[src/rtl/irqw_pkg.sv]
package irqw_pkg;
  localparam int VEC_W = 4;
  localparam logic [VEC_W-1:0] VEC_RTC = 4'd8;
  localparam logic [VEC_W-1:0] VEC_TMR = 4'd4;

  typedef struct packed {
    logic rtcClr;
  } ctlStrobe_t;
endpackage

[src/rtl/irqw_datapath.sv]
module irqw_datapath #(
  parameter int BASE_DIV = 128,
  parameter int SEL_W    = 3,
  parameter int NPINS    = 8
) (
  input  logic                  clk,
  input  logic                  rstN,
  input  logic                  tick32k,
  input  logic [SEL_W-1:0]      rateSel,
  input  logic [NPINS-1:0]      pinIn,
  input  logic [NPINS-1:0]      wakeMask,
  input  irqw_pkg::ctlStrobe_t  strobes,
  output logic                  rtcTick,
  output logic                  rtcPend,
  output logic                  pinWake
);
  localparam int MAX_SEL = (1 << SEL_W) - 1;
  localparam int CNT_W   = $clog2(BASE_DIV << MAX_SEL);

  logic [CNT_W-1:0] divCnt;
  logic [CNT_W:0]   divLim;

  assign divLim  = (CNT_W+1)'(BASE_DIV) << rateSel;
  assign rtcTick = tick32k && ({1'b0, divCnt} >= divLim - 1'b1);

  always_ff @(posedge clk) begin
    if (!rstN)        divCnt <= '0;
    else if (rtcTick) divCnt <= '0;
    else if (tick32k) divCnt <= divCnt + 1'b1;
  end

  // a new tick wins over a clear in the same cycle, so it is never lost
  always_ff @(posedge clk) begin
    if (!rstN) rtcPend <= 1'b0;
    else       rtcPend <= (rtcPend && !strobes.rtcClr) || rtcTick;
  end

  logic [NPINS-1:0] syncA, syncB, pinPrev, pinFall;

  genvar gi;
  generate
    for (gi = 0; gi < NPINS; gi++) begin : g_pin
      always_ff @(posedge clk) begin
        if (!rstN) begin
          syncA[gi]   <= 1'b1;
          syncB[gi]   <= 1'b1;
          pinPrev[gi] <= 1'b1;
        end else begin
          syncA[gi]   <= pinIn[gi];
          syncB[gi]   <= syncA[gi];
          pinPrev[gi] <= syncB[gi];
        end
      end
      assign pinFall[gi] = pinPrev[gi] && !syncB[gi] && wakeMask[gi];
    end
  endgenerate

  assign pinWake = |pinFall;


  tick_sets_pend_chk: assert property (@(posedge clk) disable iff (!rstN)
    rtcTick |=> rtcPend);

  pend_holds_chk: assert property (@(posedge clk) disable iff (!rstN)
    (rtcPend && !strobes.rtcClr) |=> rtcPend);
endmodule

[src/rtl/irqw_control.sv]
module irqw_control (
  input  logic                          clk,
  input  logic                          rstN,
  input  logic                          timerFlag,
  input  logic                          eiStb,
  input  logic                          diStb,
  input  logic                          subActive,
  input  logic                          retStb,
  input  logic                          haltReq,
  input  logic                          rtcTick,
  input  logic                          rtcPend,
  input  logic                          pinWake,
  output irqw_pkg::ctlStrobe_t          strobes,
  output logic                          irqTake,
  output logic [irqw_pkg::VEC_W-1:0]    irqVec,
  output logic                          timerClr,
  output logic                          halted,
  output logic                          wakePulse
);
  import irqw_pkg::*;

  logic intEn, inService, serve, wakeNow;

  assign serve   = intEn && !subActive && !inService && !halted && !haltReq
                   && (rtcPend || timerFlag);
  assign wakeNow = halted && (rtcTick || pinWake);
  assign strobes.rtcClr = serve && rtcPend;

  always_ff @(posedge clk) begin
    if (!rstN)      intEn <= 1'b0;
    else if (diStb) intEn <= 1'b0;
    else if (eiStb) intEn <= 1'b1;
  end

  always_ff @(posedge clk) begin
    if (!rstN)       inService <= 1'b0;
    else if (serve)  inService <= 1'b1;
    else if (retStb) inService <= 1'b0;
  end

  always_ff @(posedge clk) begin
    if (!rstN) begin
      irqTake  <= 1'b0;
      irqVec   <= '0;
      timerClr <= 1'b0;
    end else begin
      irqTake  <= serve;
      irqVec   <= !serve ? '0 : (rtcPend ? VEC_RTC : VEC_TMR);
      timerClr <= serve && !rtcPend && timerFlag;
    end
  end

  always_ff @(posedge clk) begin
    if (!rstN) begin
      halted    <= 1'b0;
      wakePulse <= 1'b0;
    end else begin
      wakePulse <= wakeNow;
      if (halted) halted <= !wakeNow;
      else        halted <= haltReq;
    end
  end


  take_is_pulse_chk: assert property (@(posedge clk) disable iff (!rstN)
    irqTake |=> !irqTake);

  rtc_first_chk: assert property (@(posedge clk) disable iff (!rstN)
    (irqTake && irqVec == VEC_TMR) |-> !$past(rtcPend));

  clr_only_timer_chk: assert property (@(posedge clk) disable iff (!rstN)
    timerClr |-> (irqTake && irqVec == VEC_TMR));

  no_take_halted_chk: assert property (@(posedge clk) disable iff (!rstN)
    halted |-> !irqTake);

  wake_leaves_halt_chk: assert property (@(posedge clk) disable iff (!rstN)
    wakePulse |-> (!halted && $past(halted)));
endmodule

[src/rtl/irq_wake_ctrl.sv]
module irq_wake_ctrl #(
  parameter int BASE_DIV = 128,
  parameter int SEL_W    = 3,
  parameter int NPINS    = 8
) (
  input  logic             clk,
  input  logic             rstN,
  input  logic             tick32k,
  input  logic [SEL_W-1:0] rateSel,
  input  logic             timerFlag,
  input  logic             eiStb,
  input  logic             diStb,
  input  logic             subActive,
  input  logic             retStb,
  input  logic             haltReq,
  input  logic [NPINS-1:0] pinIn,
  input  logic [NPINS-1:0] wakeMask,
  output logic             irqTake,
  output logic [3:0]       irqVec,
  output logic             timerClr,
  output logic             halted,
  output logic             wakePulse
);
  irqw_pkg::ctlStrobe_t strobes;
  logic rtcTick, rtcPend, pinWake;

  irqw_datapath #(.BASE_DIV(BASE_DIV), .SEL_W(SEL_W), .NPINS(NPINS)) u_dp (
    .clk(clk), .rstN(rstN), .tick32k(tick32k), .rateSel(rateSel),
    .pinIn(pinIn), .wakeMask(wakeMask), .strobes(strobes),
    .rtcTick(rtcTick), .rtcPend(rtcPend), .pinWake(pinWake)
  );

  irqw_control u_ctl (
    .clk(clk), .rstN(rstN), .timerFlag(timerFlag), .eiStb(eiStb),
    .diStb(diStb), .subActive(subActive), .retStb(retStb),
    .haltReq(haltReq), .rtcTick(rtcTick), .rtcPend(rtcPend),
    .pinWake(pinWake), .strobes(strobes), .irqTake(irqTake),
    .irqVec(irqVec), .timerClr(timerClr), .halted(halted),
    .wakePulse(wakePulse)
  );
endmodule

[config.mk]
export PLATFORM = sky130hd
export DESIGN_NAME = irq_wake_ctrl
export DESIGN_NICKNAME = d
export VERILOG_FILES = /design/src/rtl/irqw_pkg.sv /design/src/rtl/irqw_datapath.sv /design/src/rtl/irqw_control.sv /design/src/rtl/irq_wake_ctrl.sv
export SDC_FILE = /design/constraint.sdc
export NUM_CORES = 1
export LEC_CHECK = 0
export BUFFER_PORTS_ARGS = -buffer_cell sky130_fd_sc_hd__buf_4
export CAP_MARGIN = 20
export CORE_UTILIZATION = 50
export CTS_BUF_LIST = sky130_fd_sc_hd__clkbuf_8
export CTS_CLUSTER_DIAMETER = 30
export DETAILED_ROUTE_END_ITERATION = 12
export PLACE_DENSITY = 0.72
export SLEW_MARGIN = 10
export SYNTH_ARGS = -nofsm -noshare
export SYNTH_HDL_FRONTEND = slang
export SYNTH_SLANG_ARGS = --single-unit
[constraint.sdc]
create_clock -name clk -period 3.32 [get_ports clk]
set_input_delay 0.166 -clock clk [delete_from_list [all_inputs] [get_ports clk]]
set_output_delay 0.166 -clock clk [all_outputs]
set_load 0.01 [all_outputs]
==> results.txt <==
core area: 3690 µm²
total power: 0.00116 W
CTS H-Tree Depth: 2
post-CTS repair timing setup buffer count: 0
mapped cell area: 1940 µm²
max-cap viol count: 0
CP Capture Type: register
Fin Clk Skew: 0.00744 ns
routed vias: 1417
Die W: 64.3 µm
maximum fanout along the worst path: 10
GRT Overall Usage: 0.168
Cell variety after synth: 37
shortest period the worst path allows: 2.51 ns
Routed WL: 3140 µm
DRT Pass-1 Iters: 4
Startpoint Class: primary input
I/O pin count: 36
Final nets: 271
row count: 22
Power Dens Cells: 493 nW/µm²
die area: 4130 µm²
number of port buffers: 33
most frequent CP cell: ha_1
clk slew on worst S/H paths: 0.08 ns
worst min path class: primary input to register
Clk Latency, worst-skew pair: 0.29 ns
wire per inst: 11.1 µm
Final Hold Viols: 0
RSZ-0062 raised after global routing: false
delay-heaviest family, CP: simple AND/OR/NAND/NOR gates
post-cts sizing count: 0
slowest cell on the critical path: o41ai_4
largest net degree at the start of global routing: 47
Synth Instances: 201
f_max: 399 MHz
leak pwr: 1.11 nW
drt drc: 0
initial antenna violation count: 0
critical path class: primary input to register
Max stage delay on crit path: 0.54 ns
Cell Area, Placed: 2210 µm²
Arrival @ worst endpoint: 2.70 ns
Initial Util: 0.526
Ant. Diodes: 0
CTS tree: yes
vias per std cell: 5.01
gpl congestion: 0.813
total CTS buffers: 5
DR iter-0 viols: 54
DP HPWL: 2260 µm
vias in the first global route: 1290
first-pass GRT wire length: 5370 µm
CP Cell Sequence: buf_4 > or3_1 > ha_1 > xor2_1 > nor2_1 > a21oi_1 > ha_1 > nand3_1 > o41ai_4 > o21ai_2 > and3_1
Final ANT Viol Nets: 0
count of buffer and inverter cells on the critical path: 1
clock root cell: clkbuf_8
Chip Height: 64.3 µm
Worst VDD drop: 0.317 mV
fin area: 2350 µm²
share of the yosys chip area belonging to registers: 0.485
# clock sinks: 47
Yosys warning total: 0
Synth Register Bits: 47
share of layout cells above drive strength 1: 0.187
clk buf depth: 2
required time of the critical path: 3.51 ns
Tcrit/Tclk final: 0.756
total grt overflow: 0
WHS: 0.0275 ns
Final setup viols: 0
hold_buf cts: 0
Final Slew Violations: 0
Post-Syn Area per Cell: 9.65 µm²
growth of design area from synthesis to finish: 21.1%
status: completed
setup TNS: 0 ns
## path summary, 6_finish.rpt
path,startpoint,endpoint,slack [ns],cells after the start
max,rateSel[1],u_dp.divCnt[13],0.81,11
min,diStb,u_ctl.intEn,0.03,2
max reg2reg,u_dp.divCnt[8],u_dp.divCnt[7],1.41,6
min reg2reg,u_dp.syncA[5],u_dp.syncB[5],0.41,1
## cells by family after synthesis
family / after synthesis / synth area share
AND/OR/NAND/NOR: 93 / 0.268
flip-flops: 47 / 0.485
AO/OA/AOI/OAI: 25 / 0.0987
XOR/XNOR: 13 / 0.0587
buffers and inverters: 13 / 0.0297
adder cells (fa/ha/maj): 9 / 0.0581
other: 1 / 0.00193
## layer usage
metal	GRT usage	vias to the layer above	share of wire
li1	-	749	-
met3	0.0607	2	0.051
met1	0.220	630	0.52
met5	0	-	0
met2	0.253	36	0.42
met4	0.0611	0	0.0073
## registers in the layout, indices dropped and copies added (netlist names)
signal	flops
u_dp.rtcPend	1
u_ctl.intEn	1
u_dp.pinPrev	8
u_dp.syncA	8
u_dp.syncB	8
u_dp.divCnt	14
u_ctl.irqTake	1
u_ctl.wakePulse	1
u_ctl.timerClr	1
u_ctl.halted	1
u_ctl.inService	1
u_ctl.irqVec	2
## Yosys cell counts, drive strengths merged
cell type,instances,area share
o21a,3,0.012
o41ai,1,0.014
nor2,9,0.017
o31a,1,0.0045
clkbuf,5,0.0097
inv,5,0.0097
nor2b,3,0.0097
and2,1,0.0032
nor3,2,0.0052
dfxtp,47,0.49
nand2,20,0.039
buf,3,0.010
nand3b,2,0.0077
ha,9,0.058
o211ai,1,0.0039
o211a,1,0.0052
conb,1,0.0019
a21o,2,0.0077
and3,13,0.042
nand4,3,0.013
nor4,2,0.0065
nand2b,25,0.081
o22ai,5,0.016
a211o,1,0.0045
xnor2,6,0.027
or3,2,0.0065
nand3,5,0.013
nor3b,4,0.015
a21boi,1,0.0039
o21ai,2,0.0071
xor2,7,0.032
o32ai,1,0.0045
a21oi,6,0.015
nor4b,2,0.0090
## cell usage in the layout (no fill, tap or decap), types with 6 or more instances in the layout
master	n
buf_4	33
nand2_1	20
nand2b_1	25
a21oi_1	6
dfxtp_1	47
nor2_1	9
and3_1	13
xor2_1	7
ha_1	9
xnor2_1	6
## per-stage QoR
stage | worst slack (ns) | cells | util
floorplan | 0.769 | 202 | -
CTS | 0.826 | 283 | 0.637
detailed placement | 0.516 | 275 | 0.600
global placement | 0.598 | 275 | 0.600
finish | 0.811 | 283 | 0.637
global route | 0.659 | 283 | 0.637
## where the power goes
group | total, W | internal [W] | leakage [nW] | switching (W)
Combinational | 0.0000891 | 0.0000498 | 0.662 | 0.0000393
Sequential | 0.000590 | 0.000581 | 0.385 | 0.00000884
Clock | 0.000480 | 0.000300 | 0.0644 | 0.000180
## final cells by class
class	instances	area, µm²
clock buffers	5	68.8
clock inverters	3	67.6
fillers	340	1340
inverters	5	18.8
multi-input cells	142	945
flip-flops and latches	47	941
well taps	48	60.1
repair buffers	33	248
Note: power is estimated with default switching activity, not from simulation.
